[src/rtl/fsd_pkg.sv]
package fsd_pkg;

  localparam logic [7:0] SYM_START = 8'h55;
  localparam logic [7:0] SYM_END   = 8'hAA;
  localparam logic [7:0] SYM_ESC   = 8'hFF;
  localparam logic [7:0] CODE_55   = 8'h05;
  localparam logic [7:0] CODE_AA   = 8'h0A;
  localparam logic [7:0] CODE_FF   = 8'h00;

  typedef enum logic [1:0] {
    PH_HUNT,
    PH_BODY,
    PH_ESC
  } rx_phase_e;

  typedef struct packed {
    logic       start;
    logic       data;
    logic       stop;
    logic       bad_esc;
    logic [7:0] value;
  } rx_event_t;

endpackage

[src/rtl/fsd_unstuff.sv]
module fsd_unstuff
  import fsd_pkg::*;
(
  input  logic      clk,
  input  logic      rst_n,
  input  logic      fire_i,
  input  logic [7:0] byte_i,
  input  logic      abort_i,
  output rx_event_t ev_o
);

  rx_phase_e phase_q, phase_d;

  always_comb begin
    ev_o    = '0;
    phase_d = phase_q;
    if (fire_i) begin
      unique case (phase_q)
        PH_HUNT: begin
          if (byte_i == SYM_START) begin
            ev_o.start = 1'b1;
            phase_d    = PH_BODY;
          end
        end
        PH_BODY: begin
          if (byte_i == SYM_START) begin
            ev_o.start = 1'b1;
          end else if (byte_i == SYM_END) begin
            ev_o.stop = 1'b1;
            phase_d   = PH_HUNT;
          end else if (byte_i == SYM_ESC) begin
            phase_d = PH_ESC;
          end else begin
            ev_o.data  = 1'b1;
            ev_o.value = byte_i;
          end
        end
        PH_ESC: begin
          phase_d = PH_BODY;
          if (byte_i == SYM_START) begin
            ev_o.start = 1'b1;
          end else if (byte_i == CODE_55) begin
            ev_o.data  = 1'b1;
            ev_o.value = SYM_START;
          end else if (byte_i == CODE_AA) begin
            ev_o.data  = 1'b1;
            ev_o.value = SYM_END;
          end else if (byte_i == CODE_FF) begin
            ev_o.data  = 1'b1;
            ev_o.value = SYM_ESC;
          end else begin
            ev_o.bad_esc = 1'b1;
            phase_d      = PH_HUNT;
          end
        end
        default: phase_d = PH_HUNT;
      endcase
      if (abort_i) phase_d = PH_HUNT;
    end
  end

  always_ff @(posedge clk) begin
    if (!rst_n) phase_q <= PH_HUNT;
    else        phase_q <= phase_d;
  end

endmodule

[src/rtl/fsd_accum.sv]
module fsd_accum #(
  parameter  int MAX_LEN = 16,
  localparam int CNT_W   = $clog2(MAX_LEN + 1),
  localparam int IDX_W   = $clog2(MAX_LEN)
) (
  input  logic             clk,
  input  logic             rst_n,
  input  logic             start_i,
  input  logic             data_i,
  input  logic             stop_i,
  input  logic [7:0]       value_i,
  input  logic [IDX_W-1:0] rd_idx_i,
  output logic             overflow_o,
  output logic             good_o,
  output logic             bad_sum_o,
  output logic [CNT_W-1:0] len_o,
  output logic [7:0]       rd_byte_o
);

  logic [CNT_W-1:0] count_q;
  logic [7:0]       sum_q;
  logic [7:0]       tail_q;
  logic [7:0]       mem_q [MAX_LEN];
  logic             full, empty, match, store;

  assign full       = (count_q == CNT_W'(MAX_LEN));
  assign empty      = (count_q == '0);
  assign match      = (tail_q == sum_q);
  assign store      = data_i && !full;
  assign overflow_o = data_i && full;
  assign good_o     = stop_i && !empty && match;
  assign bad_sum_o  = stop_i && (empty || !match);
  assign len_o      = count_q - CNT_W'(1);
  assign rd_byte_o  = mem_q[rd_idx_i];

  always_ff @(posedge clk) begin
    if (!rst_n) begin
      count_q <= '0;
      sum_q   <= '0;
      tail_q  <= '0;
    end else if (start_i) begin
      count_q <= '0;
      sum_q   <= '0;
      tail_q  <= '0;
    end else if (store) begin
      count_q <= count_q + CNT_W'(1);
      tail_q  <= value_i;
      if (!empty) sum_q <= sum_q + tail_q;
    end
  end

  always_ff @(posedge clk) begin
    if (store) mem_q[count_q[IDX_W-1:0]] <= value_i;
  end

endmodule

[src/rtl/fsd_player.sv]
module fsd_player #(
  parameter  int MAX_LEN = 16,
  localparam int CNT_W   = $clog2(MAX_LEN + 1),
  localparam int IDX_W   = $clog2(MAX_LEN)
) (
  input  logic             clk,
  input  logic             rst_n,
  input  logic             start_i,
  input  logic [CNT_W-1:0] len_i,
  input  logic [7:0]       rd_byte_i,
  input  logic             out_ready,
  output logic             busy_o,
  output logic [IDX_W-1:0] rd_idx_o,
  output logic             out_valid,
  output logic [7:0]       out_data,
  output logic             out_last
);

  logic             busy_q;
  logic [CNT_W-1:0] idx_q, len_q;
  logic             fin;

  assign fin       = (idx_q == len_q - CNT_W'(1));
  assign busy_o    = busy_q;
  assign rd_idx_o  = idx_q[IDX_W-1:0];
  assign out_valid = busy_q;
  assign out_data  = rd_byte_i;
  assign out_last  = busy_q && fin;

  always_ff @(posedge clk) begin
    if (!rst_n) begin
      busy_q <= 1'b0;
      idx_q  <= '0;
      len_q  <= '0;
    end else if (start_i) begin
      busy_q <= (len_i != '0);
      idx_q  <= '0;
      len_q  <= len_i;
    end else if (busy_q && out_ready) begin
      if (fin) busy_q <= 1'b0;
      else     idx_q  <= idx_q + CNT_W'(1);
    end
  end

endmodule

[src/rtl/fsd_frame_decoder.sv]
module fsd_frame_decoder
  import fsd_pkg::*;
#(
  parameter  int MAX_LEN = 16,
  localparam int CNT_W   = $clog2(MAX_LEN + 1),
  localparam int IDX_W   = $clog2(MAX_LEN)
) (
  input  logic             clk,
  input  logic             rst_n,
  input  logic             in_valid,
  input  logic [7:0]       in_data,
  output logic             in_ready,
  output logic             out_valid,
  input  logic             out_ready,
  output logic [7:0]       out_data,
  output logic             out_last,
  output logic [CNT_W-1:0] frame_len,
  output logic             frame_ok,
  output logic             chk_err,
  output logic             esc_err,
  output logic             ovf_err
);

  rx_event_t        ev;
  logic             fire, ovf, good, bad_sum, busy;
  logic [CNT_W-1:0] len;
  logic [IDX_W-1:0] rd_idx;
  logic [7:0]       rd_byte;

  assign in_ready = !busy;
  assign fire     = in_valid && in_ready;

  fsd_unstuff u_unstuff (
    .clk     (clk),
    .rst_n   (rst_n),
    .fire_i  (fire),
    .byte_i  (in_data),
    .abort_i (ovf),
    .ev_o    (ev)
  );

  fsd_accum #(.MAX_LEN(MAX_LEN)) u_accum (
    .clk        (clk),
    .rst_n      (rst_n),
    .start_i    (ev.start),
    .data_i     (ev.data),
    .stop_i     (ev.stop),
    .value_i    (ev.value),
    .rd_idx_i   (rd_idx),
    .overflow_o (ovf),
    .good_o     (good),
    .bad_sum_o  (bad_sum),
    .len_o      (len),
    .rd_byte_o  (rd_byte)
  );

  fsd_player #(.MAX_LEN(MAX_LEN)) u_player (
    .clk       (clk),
    .rst_n     (rst_n),
    .start_i   (good),
    .len_i     (len),
    .rd_byte_i (rd_byte),
    .out_ready (out_ready),
    .busy_o    (busy),
    .rd_idx_o  (rd_idx),
    .out_valid (out_valid),
    .out_data  (out_data),
    .out_last  (out_last)
  );

  always_ff @(posedge clk) begin
    if (!rst_n) begin
      frame_ok  <= 1'b0;
      chk_err   <= 1'b0;
      esc_err   <= 1'b0;
      ovf_err   <= 1'b0;
      frame_len <= '0;
    end else begin
      frame_ok <= good;
      chk_err  <= bad_sum;
      esc_err  <= ev.bad_esc;
      ovf_err  <= ovf;
      if (good) frame_len <= len;
    end
  end

endmodule

[config.mk]
export PLATFORM = sky130hd
export DESIGN_NAME = fsd_frame_decoder
export DESIGN_NICKNAME = d
export VERILOG_FILES = /design/src/rtl/fsd_pkg.sv /design/src/rtl/fsd_unstuff.sv /design/src/rtl/fsd_accum.sv /design/src/rtl/fsd_player.sv /design/src/rtl/fsd_frame_decoder.sv
export SDC_FILE = /design/constraint.sdc
export NUM_CORES = 1
export LEC_CHECK = 0
export ABC_AREA = 1
export BUFFER_PORTS_ARGS = -buffer_cell sky130_fd_sc_hd__buf_2
export CORE_MARGIN = 10
export CORE_UTILIZATION = 40
export CTS_CLUSTER_SIZE = 40
export DETAILED_ROUTE_END_ITERATION = 10
export GPL_TIMING_DRIVEN = 0
export MAX_ROUTING_LAYER = met4
export PLACE_DENSITY_LB_ADDON = 0.2
export SYNTH_ARGS = -nofsm -noshare
export SYNTH_HDL_FRONTEND = slang
export SYNTH_SLANG_ARGS = --single-unit
[constraint.sdc]
create_clock -name clk -period 2.3 [get_ports clk]
set_input_delay 0.115 -clock clk [delete_from_list [all_inputs] [get_ports clk]]
set_output_delay 0.115 -clock clk [all_outputs]
set_load 0.005 [all_outputs]
# Yosys cells after proc, flatten, opt, wreduce, memory -nomap -nowiden
# Memory sizes are Yosys's and may differ from the RTL's. A register that Yosys moved wholly into a read port is not among the register bits.
# Index checks and enable logic that the tools add are counted.
# classes
add_sub_neg,5
n_eq_ne,13
n_mux,42
bitwise,5
reduce_logical,27
# op_table
cell,count
two-way mux 8 bit,6
two-way mux 1 bit,20
two-way mux 2 bit,9
"== test 8 bit, second input constant",2
case mux 8 bit (2 select lines),1
two-way mux 12 bit,1
"adder 5 x 1 -> 5 bit, second input constant",2
"subtractor 5 x 1 -> 5 bit, second input constant",2
two-way mux 9 bit,1
adder 8 bit,1
"== test 8 x 3 -> 1 bit, second input constant",1
"== test 8 x 4 -> 1 bit, second input constant",1
"== test 8 x 7 -> 1 bit, second input constant",1
== test 8 bit,1
logical AND 1 bit,8
logical NOT 8 bit,1
two-way mux 4 bit,2
case mux 2 bit (3 select lines),1
AND reduction 2 bit,3
OR reduction 6 bit,1
== test 5 bit,1
"== test 5 bit, second input constant",1
logical NOT 5 bit,1
inverter 1 bit,5
other kinds (14),19
# totals
ff_bits,38
ramBits,128
input_bits,12
output_inout_bits,20
word_cells,104
memories,1
# memory_table
memory,words,width,rd,rd_ports_with_merged_regs,wr,line,source
u_accum.mem_q,16,8,1,1,1,fsd_accum.sv:23,logic [7:0] mem_q [MAX_LEN];

# Logic depth before layout (Yosys ltp)
# Gate-level depths: netlist of the first run.
# logic_depth
depth_word,11
depth_mapped,13
ltp_nobuf,13

# Modules after synthesis
# Synthesis of the first run repeated with hierarchy kept, for this count alone.
# unflattened
cells_unflattened,889
area_unflattened_um2,8324.2
# by_module_without_submodules
mod,n_inst,cells_each,area_per_inst_um2,seq_area_each_um2
fsd_accum,1,621,6642.6,4264.1
fsd_player,1,117,784.5,220.2
fsd_unstuff,1,104,546.8,40.0
fsd_frame_decoder,1,47,350.3,180.2

# Worst setup path after synthesis of the first run
# No wires, ideal clock.
# synth_path
path_type,register to register
from,register u_unstuff.phase_q[1]
to,"memory u_accum.mem_q[8][0], enable pin"
setup_time_ns,0.383
arrival_time_ns,1.833
required_ns,1.917
path_slack_ns,0.084
stages_incl_launch_ff,10
path_buffers,1
synth_period_minus_slack_ns,2.216
path_cell_list,dfxtp_1 > inv_1 > ha_1 > inv_1 > a21oi_4 > nand2_2 > nand2_4 > nand3b_4 > buf_4 > nor3_1
# synth_via
elab_chain_len,6
word_cells_on_any_way,7
classes_between,2 x eq/ne; 4 x mux; 1 x reduce/logical
# synth_rtl
item,line,source
"start, declared",fsd_unstuff.sv:12,"rx_phase_e phase_q, phase_d;"
"start signal, assigned",fsd_unstuff.sv:64,else phase_q <= phase_d;
== test 2 bit or == test 2 x 1 -> 1 bit (tied branches),fsd_unstuff.sv:18,unique case (phase_q)
case mux 1 bit (2 select lines) *,fsd_unstuff.sv:18,
two-way mux 12 bit *,fsd_unstuff.sv:17,if (fire_i) begin
logical AND 1 bit *,fsd_accum.sv:29,assign store = data_i && !full;
two-way mux 1 bit *,fsd_accum.sv:53,if (store) mem_q[count_q[IDX_W-1:0]] <= value_i;
two-way mux 1 bit (implied by the code) *,fsd_accum.sv:53,
"end, declared",fsd_accum.sv:23,
# Every way passes the cells marked *; elsewhere a longest branch is shown, timed or not.

==> results of run 1 <==
-- power breakdown --
| group | switching, uW | internal [uW] | total (uW) | leakage [uW] |
|---|---|---|---|---|
| Clock | 1140 | 2030 | 3170 | 0.000318 |
| Sequential | 4.96 | 3270 | 3270 | 0.00141 |
| Combinational | 118 | 53.5 | 172 | 0.00171 |
| Total | 1270 | 5350 | 6620 | 0.00344 |
-- layer usage --
layer / global-route usage (%) / wire length, um
met1: 19.6 / 8590
met2: 24.8 / 9500
met3: 3.10 / 863
met4: 4.25 / 346
met5: - / 0
-- through the flow --
stage / cell area, um^2 / setup WS, ns / hold slack [ns] / std cells / utilization [%]
4_1_cts: 9080 / -0.162 / 0.0934 / 1029 / 48.2
3_5_place_dp: 8250 / -0.668 / 0.473 / 995 / 43.8
6_report: 9330 / 0.0885 / 0.0974 / 1035 / 49.5
3_3_place_gp: 8190 / -0.576 / 0.457 / 992 / 43.5
5_1_grt: 9330 / -0.0161 / 0.137 / 1035 / 49.5
2_1_floorplan: 7710 / 0.0839 / 0.399 / 702 / -
-- critical path: cells and delay by family (launching register included) --
kind,cells,cell delay (ns)
flops,1,0.31
mux,1,0.28
simple gates,1,0.10
buf+inv,4,0.70
compound gates,2,0.27
-- sequential cells by signal, indices dropped and copies added (netlist names), named ones only --
register           count
u_accum.mem_q        128
u_accum.sum_q          8
u_accum.tail_q         8
u_accum.count_q        5
u_player.idx_q         5
u_player.len_q         5
u_unstuff.phase_q      2
chk_err                1
esc_err                1
frame_ok               1
ovf_err                1
u_player.busy_o        1
-- layout make-up --
class / count / area [um^2] / area share [%]
flip-flops and latches: 170 / 4690 / 50.2
multi-input cells: 422 / 2800 / 30.0
clock buffers: 19 / 433 / 4.64
repair buffers: 42 / 372 / 3.98
well taps: 260 / 325 / 3.49
inverters: 81 / 304 / 3.26
clock inverters: 13 / 224 / 2.40
plain buffers: 28 / 189 / 2.02
-- worst max path at each step --
stage	startpoint	cells after the start	slack, ns	end
2_1_floorplan	u_unstuff.phase_q[1]	9	0.08	u_accum.mem_q[8][0]
3_3_place_gp	u_accum.count_q[0]	7	-0.58	u_accum.mem_q[4][0]
3_5_place_dp	u_accum.count_q[0]	7	-0.67	u_accum.mem_q[4][0]
4_1_cts	u_unstuff.phase_q[0]	9	-0.16	u_accum.mem_q[6][2]
5_1_grt	u_unstuff.phase_q[1]	11	-0.02	u_accum.mem_q[14][3]
6_report	flip-flop	8	0.09	out_data[5]
-- cell usage after synthesis, drive strengths merged --
cell,count
a21o,1
a21oi,74
a31oi,1
and3,1
buf,13
clkbuf,16
dfxtp,42
edfxtp,128
fa,1
ha,19
inv,81
mux2i,32
nand2,86
nand3,34
nand3b,1
nand4,5
nor2,44
nor3,7
nor4,1
o211ai,33
o21ai,58
o21bai,1
o22ai,4
o31ai,1
or2,2
xnor2,5
xor2,11
-- layout by cell type (no fill, tap or decap), types with 6 or more instances in the layout --
cell / netlist / layout
a21oi_1: 71 / 63
a21oi_2: 2 / 7
buf_12: 0 / 9
buf_2: 6 / 33
bufinv_16: 0 / 6
clkbuf_1: 16 / 11
clkbuf_16: 0 / 17
dfxtp_1: 42 / 41
edfxtp_1: 128 / 128
ha_1: 19 / 19
inv_1: 73 / 72
inv_2: 8 / 9
mux2i_1: 32 / 26
nand2_1: 74 / 71
nand2_2: 11 / 13
nand3_1: 33 / 32
nor2_1: 37 / 25
nor2_4: 2 / 14
o211ai_1: 33 / 33
o21ai_0: 51 / 43
o21ai_1: 2 / 9
o21ai_2: 5 / 6
xor2_1: 11 / 11
-- kinds of logic (layout without fill, tap and decap cells) --
| group | count (synthesis) | after routing | synth area share (%) |
|---|---|---|---|
| and+or+nand+nor | 181 | 181 | 10.9 |
| adders and majority gates | 20 | 20 | 3.34 |
| xor gates and xnor gates | 16 | 16 | 1.82 |
| AOI/OAI and AO/OA | 173 | 173 | 13.1 |
| muxes | 32 | 32 | 4.15 |
| buffers and inverters | 110 | 183 | 5.94 |
| DFF | 170 | 170 | 60.7 |
-- repair_timing --
item	4_1_cts	5_1_grt
gates cloned	0	0
setup endpoints to repair	179	163
gates resized for setup	39	41
pin swaps	2	8
setup buffers	2	7
==> metrics.txt, run 1 <==
status finished clean; worst rel slew slack 39.1%; vias in the first global route 5,384; min-delay src rst_n; syn nets 734; final setup TNS 0 ns; Worst-path clk slew 0.06 ns; Max Freq 452 MHz; Site Rows 50; Setup Viol. Count Final 0; Synth area leaders edfxtp_1 (50%), dfxtp_1 (11%), a21oi_1 (4.6%), mux2i_1 (4.2%), nand2_1 (3.6%); Final Hold Viols 0; total chip power 6620 uW; Yosys cell types 40; share of the synthesized area in the top cell type 49.8%; final worst-path cycle share 96.2%; delay of the slowest critical-path stage 0.31 ns; clk buf depth 2; total wire length 19.3 mm; Initial Utilization 41.0%; detailed-route via count 5,316; hold path endpoint ovf_err; worst-path cell chain buf_2 > buf_8 > buf_8 > mux2i_1 > o211ai_1 > o211ai_1 > nand2_1 > buf_2; pin count of the biggest net entering global routing 18; Hold Path Depth 3; first-pass GRT wire length 30.2 mm; sequential cell area fraction in the yosys report 60.7%; Synth Instances 702; Hold Crit Class primary input to flip-flop; Yosys top cell by area edfxtp_1; n_diodes 0; CTS tree built; CP Max Fanout 10; vias per cell 5.14; Global Route Usage Sum 15.5%; worst r2r src u_unstuff.phase_q[1]; post-DP HPWL 13.7 mm; Die H 159 um; max-slew violations 0; Post-Syn Area 7710 um^2; syn_area_per_cell 11.0 um^2; TritonCTS buffer count 17; routability congestion estimate 0.907; Reg2Reg Depth 11; Max VDD drop 0.484 mV; Leak 0.00344 uW; DRT Pass-1 Iters 5; slowest CP cell dfxtp_1; initial antenna violation count 0; Root Driver clkbuf_16; synth warn 0; Remaining Overflow, GRT 0; htree depth 4; clk_skew 0.00817 ns; share of cells above drive strength 1 21.4%; post-route minimum period 2.21 ns; r2r setup slk 0.09 ns; ANT nets after route 0; Cell Pwr Density 709 nW/um^2; clk_lat worst skew 0.43 ns; Filler Cells Inserted 1,672; worst slew pin tran 0.914 ns; Worst R2R End u_accum.mem_q[14][2]; IO Pins 32; max-cap violations 0; crit end category output pin; IO Port Bufs 30; Worst Path Arrival 2.10 ns; nets 794; hold buffers post-CTS 0; DR iter-0 viols 345; core area 18,800 um^2; worst setup path class flip-flop to output pin; routed len/inst 18.6 um; Die ar. 25,200 um^2; clock sinks 170; Critical Path RT 2.18 ns; die width 159 um; DRC errors left 0; Area Growth Syn to Fin 21.0%; CP Launch Type flip-flop; synthesis-stage register bit count 170
Note: power is estimated with default switching activity, not from simulation.
==> inputs of run 2 (changes only) <==
--- a/config.mk
+++ b/config.mk
@@ -15,3 +15,4 @@
 export MAX_ROUTING_LAYER = met4
-export PLACE_DENSITY_LB_ADDON = 0.2
+export PLACE_DENSITY = 0.61
+export SKIP_LAST_GASP = 1
 export SYNTH_ARGS = -nofsm -noshare
--- a/constraint.sdc
+++ b/constraint.sdc
@@ -3,2 +3,2 @@
 set_output_delay 0.115 -clock clk [all_outputs]
-set_load 0.005 [all_outputs]
+set_load 0.02 [all_outputs]
==> metrics.txt, run 2 (synthesis gave the netlist of run 1 again) <==
Root Driver clkbuf_16; slowest CP cell dfxtp_1; min-delay src rst_n; Max VDD drop 0.512 mV; TritonCTS buffer count 17; IO Pins 32; Global Route Usage Sum 15.2%; Remaining Overflow, GRT 0; total chip power 6100 uW; DRC errors left 0; Filler Cells Inserted 1,684; Largest register FFs 128; clock sinks 170; Reg2Reg Depth 11; unrepaired setup endpoints after global routing true; DRT Pass-1 Iters 5; DR iter-0 viols 451; IO Port Bufs 30; CTS tree built; status finished clean; fin area 9170 um^2; delay of the slowest critical-path stage 0.30 ns; Worst R2R End u_accum.mem_q[3][6]; post-DP HPWL 13.3 mm; die width 159 um; htree depth 4; Leak 0.00339 uW; worst r2r src u_unstuff.phase_q[1]; CP Launch Type flip-flop; cell mode on critical path buf_2; Site Rows 50; max-cap violations 0; initial antenna violation count 0; clk_lat worst skew 0.42 ns; CP Max Fanout 10; Hold Slack 0.145 ns; worst slew pin tran 0.660 ns; most common cell after layout, fill and taps aside edfxtp_1; total wire length 18.6 mm; max-slew violations 0; Critical path buffers and inverters 4; Cell Pwr Density 665 nW/um^2; vias in the first global route 5,360; r2r setup slk 0.13 ns; detailed-route via count 5,356; crit end category output pin; final setup TNS 0 ns; Worst Path Arrival 2.15 ns; Max Freq 442 MHz; worst rel slew slack 55.9%; n_diodes 0; hold buffers post-CTS 0; Hold Path Depth 3; Setup Viol. Count Final 0; Hold Crit Class primary input to flip-flop; ANT nets after route 0; worst-path cell chain buf_2 > buf_12 > clkbuf_4 > a21oi_1 > o21ai_0 > o211ai_1 > nand3_1 > nand2_1 > buf_2; hold path endpoint ovf_err; post-place instance area 8270 um^2; GR Util met2 24.6%; Worst-path clk slew 0.06 ns; Critical Path RT 2.18 ns; nets 794; first-pass GRT wire length 29.0 mm; final worst-path cycle share 98.4%; share of cells above drive strength 1 21.0%; Initial Utilization 41.0%; clk_skew 0.00664 ns; Worst path top cell family by delay buffers and inverters; Final Hold Viols 0; Die ar. 25,200 um^2; routability congestion estimate 0.876; most frequent cells in the layout edfxtp_1 (128), inv_1 (72), nand2_1 (71); routed len/inst 18.0 um; clk buf depth 2; pin count of the biggest net entering global routing 18; grt met1 use 18.1%; vias per cell 5.17; Area Growth Syn to Fin 19.0%; met3 Resource Use GR 2.97%; core area 18,800 um^2; post-route minimum period 2.26 ns; Die H 159 um; grt peak-use layer met2; worst setup path class flip-flop to output pin
==> run 2: cell types whose count changed in the layout (fill, tap and decap cells not counted), sizes merged <==
cell | before | now
bufinv | 6 | 0
inv | 81 | 85
buf | 55 | 54
clkbuf | 34 | 38
clkinvlp | 1 | 2
clkinv | 6 | 4
==> run 2: final cells by class <==
class                           instances  area (um^2)  area share, %
Tap cell                              260          325           3.55
Multi-Input combinational cell        422         2800           30.5
Clock buffer                           22          464           5.06
Sequential cell                       170         4690           51.1
Inverter                               81          304           3.31
Clock inverter                         10         85.1          0.927
Buffer                                 28          199           2.17
Timing Repair Buffer                   42          312           3.40
==> run 2: timing repair <==
item | in CTS | in global routing
resized for setup | 36 | 47
pin swaps | 0 | 9
setup endpoints to repair | 145 | 181
buffers inserted | 0 | 8
==> run 2: worst max-delay path by stage <==
| stage | slack [ns] | cells after the start | end |
|---|---|---|---|
| after floorplan | -0.03 | 8 | u_accum.mem_q[8][0] |
| after global placement | -0.63 | 6 | u_accum.mem_q[2][7] |
| after detailed placement | -0.52 | 7 | u_accum.mem_q[4][4] |
| after CTS | -0.23 | 7 | u_accum.mem_q[0][5] |
| after global routing | -0.04 | 7 | out_data[3] |
| final | 0.04 | 9 | out_data[0] |
==> run 2: worst reg2reg max path: stages, from the launching register on <==
cell	delay [ns]
dfxtp_1	0.34
inv_1	0.12
ha_1	0.15
inv_1	0.08
a21oi_4	0.21
nand2_2	0.10
nand2_4	0.10
nand3b_4	0.09
inv_2	0.07
nand2_1	0.25
nor2_4	0.22
buf_12	0.14
==> run 2: through the flow <==
step           utilization, %  std cells  setup slack [ns]
2_1_floorplan               -        702           -0.0309
3_3_place_gp             43.5        992            -0.626
3_5_place_dp             43.9        996            -0.520
4_1_cts                  47.4       1027            -0.231
5_1_grt                  48.7       1035           -0.0398
6_report                 48.7       1035            0.0370
==> run 2: where the power goes <==
group          leakage (uW)  switching, uW  internal, uW  total, uW
Combinational       0.00171            123          55.9        179
Sequential          0.00141           4.97          3270       3270
Clock              0.000264           1190          1460       2650
==> run 2: routing by layer <==
metal  vias up  share of wire [%]
met3        28                4.3
met5         -                  0
met2       137                 49
met4         0                2.6
li1       2599                  -
met1      2592                 44
==> inputs of run 3 (changes only) <==
==> constraint.sdc (replaced) <==
create_clock -name clk -period 2.3 [get_ports clk]
set_input_delay 0.345 -clock clk [delete_from_list [all_inputs] [get_ports clk]]
set_output_delay 0.345 -clock clk [all_outputs]
set_load 0.02 [all_outputs]
==> metrics.txt, run 3 (synthesis gave the netlist of run 1 again) <==
fin cells 1,038; Area Growth Syn to Fin 21.9%; Worst-path clk slew 0.06 ns; max-slew violations 0; most frequent cells in the layout edfxtp_1 (128), nand2_1 (71), inv_1 (70); CTS tree built; Remaining Overflow, GRT 0; ANT nets after route 0; worst rel slew slack 55.7%; routed len/inst 18.1 um; vias in the first global route 5,388; vias per cell 5.18; n_diodes 0; htree depth 4; fin area 9400 um^2; Critical Path RT 1.96 ns; CP Launch Type flip-flop; Final Hold Viols 0; post-place instance area 8270 um^2; core area 18,800 um^2; post-DP HPWL 13.3 mm; nets 797; worst r2r src u_unstuff.phase_q[1]; post-route minimum period 2.29 ns; IO Port Bufs 30; Finished Core Util 49.9%; most common cell after layout, fill and taps aside edfxtp_1; clock sinks 170; CP Max Fanout 5; routability congestion estimate 0.876; Cell Pwr Density 649 nW/um^2; pin count of the biggest net entering global routing 18; Global Route Usage Sum 15.3%; detailed-route via count 5,375; Max VDD drop 0.515 mV; final worst-path cycle share 99.6%; Max Freq 436 MHz; Worst R2R End u_accum.mem_q[7][6]; Hold Crit Class primary input to flip-flop; Reg2Reg Depth 11; Site Rows 50; unrepaired setup endpoints after global routing true; Worst Path Arrival 1.95 ns; DRT Pass-1 Iters 5; share of cells above drive strength 1 25.3%; clk buf depth 2; crit end category output pin; Filler Cells Inserted 1,660; clk_lat worst skew 0.43 ns; total wire length 18.8 mm; Root Driver clkbuf_16; Setup Viol. Count Final 0; Initial Utilization 41.0%; placed cell count 996; IO Pins 32; first-pass GRT wire length 29.3 mm; worst setup path class flip-flop to output pin; Largest register FFs 128; Critical path destination out_data[6]; die width 159 um; status finished clean; Die ar. 25,200 um^2; initial antenna violation count 0; worst slew pin tran 0.663 ns; DR iter-0 viols 351; DRC errors left 0; Die H 159 um; max-cap violations 0; TritonCTS buffer count 17; r2r setup slk 0.12 ns; clk_skew 0.00894 ns; hold buffers post-CTS 0; Leak 0.00349 uW
[run 3: how the worst min path moves through the flow]
stage                                 start           endpoint  slack (ns)  depth (start not counted)
after floorplan           u_accum.tail_q[0]  u_accum.tail_q[0]        0.45                          2
after detailed placement   u_accum.sum_q[0]   u_accum.sum_q[0]        0.47                          2
after global routing                  rst_n            ovf_err        0.38                          3
after CTS                             rst_n            ovf_err        0.36                          3
final                                 rst_n            ovf_err        0.38                          3
after global placement     u_accum.sum_q[0]   u_accum.sum_q[0]        0.46                          2
[run 3: what timing repair did]
item,CTS,global route
gates cloned,1,0
endpoints found under the setup margin,146,182
gates resized for setup,87,68
hold endpoints to repair,0,0
pin swaps,9,22
buffers inserted,6,7
[run 3: cell type report]
type,instances,area [um^2],share of cell area (%)
Sequential cell,170,4690,49.9
Multi-Input combinational cell,422,2890,30.8
Clock buffer,22,464,4.94
Timing Repair Buffer,47,409,4.35
Tap cell,260,325,3.46
Inverter,81,304,3.24
Buffer,26,228,2.42
Clock inverter,10,85.1,0.905
[run 3: per-stage QoR]
stage,total power (uW),setup WS [ns],TNS [ns],hold slack (ns)
final,6100,0.00870,0,0.375
after detailed placement,3500,-0.534,-35.33,0.466
after global placement,3490,-0.692,-100.04,0.456
after floorplan,3450,-0.0309,-0.742,0.448
after global routing,6300,-0.0642,-0.178,0.381
after CTS,6130,-0.252,-12.99,0.364
[run 3: worst max-delay path, cell delays in order, from the launching register on]
cell       delay (ns)
dfxtp_4          0.39
buf_12           0.12
clkbuf_16        0.13
buf_6            0.09
mux2i_1          0.17
o21ai_1          0.09
o211ai_1         0.23
nand2_1          0.14
buf_6            0.16
[run 3: layer usage]
metal / vias to the layer above / global-route usage (%) / routed length [um]
li1: 2605 / - / -
met1: 2596 / 18.3 / 8220
met2: 144 / 24.6 / 9280
met3: 30 / 3.07 / 821
met4: 0 / 6.46 / 499
met5: - / - / 0
[run 3: power by group]
group | leakage, uW | internal [uW] | switching [uW]
Clock | 0.000264 | 1460 | 1190
Combinational | 0.00181 | 57.4 | 123
Sequential | 0.00141 | 3270 | 5.03
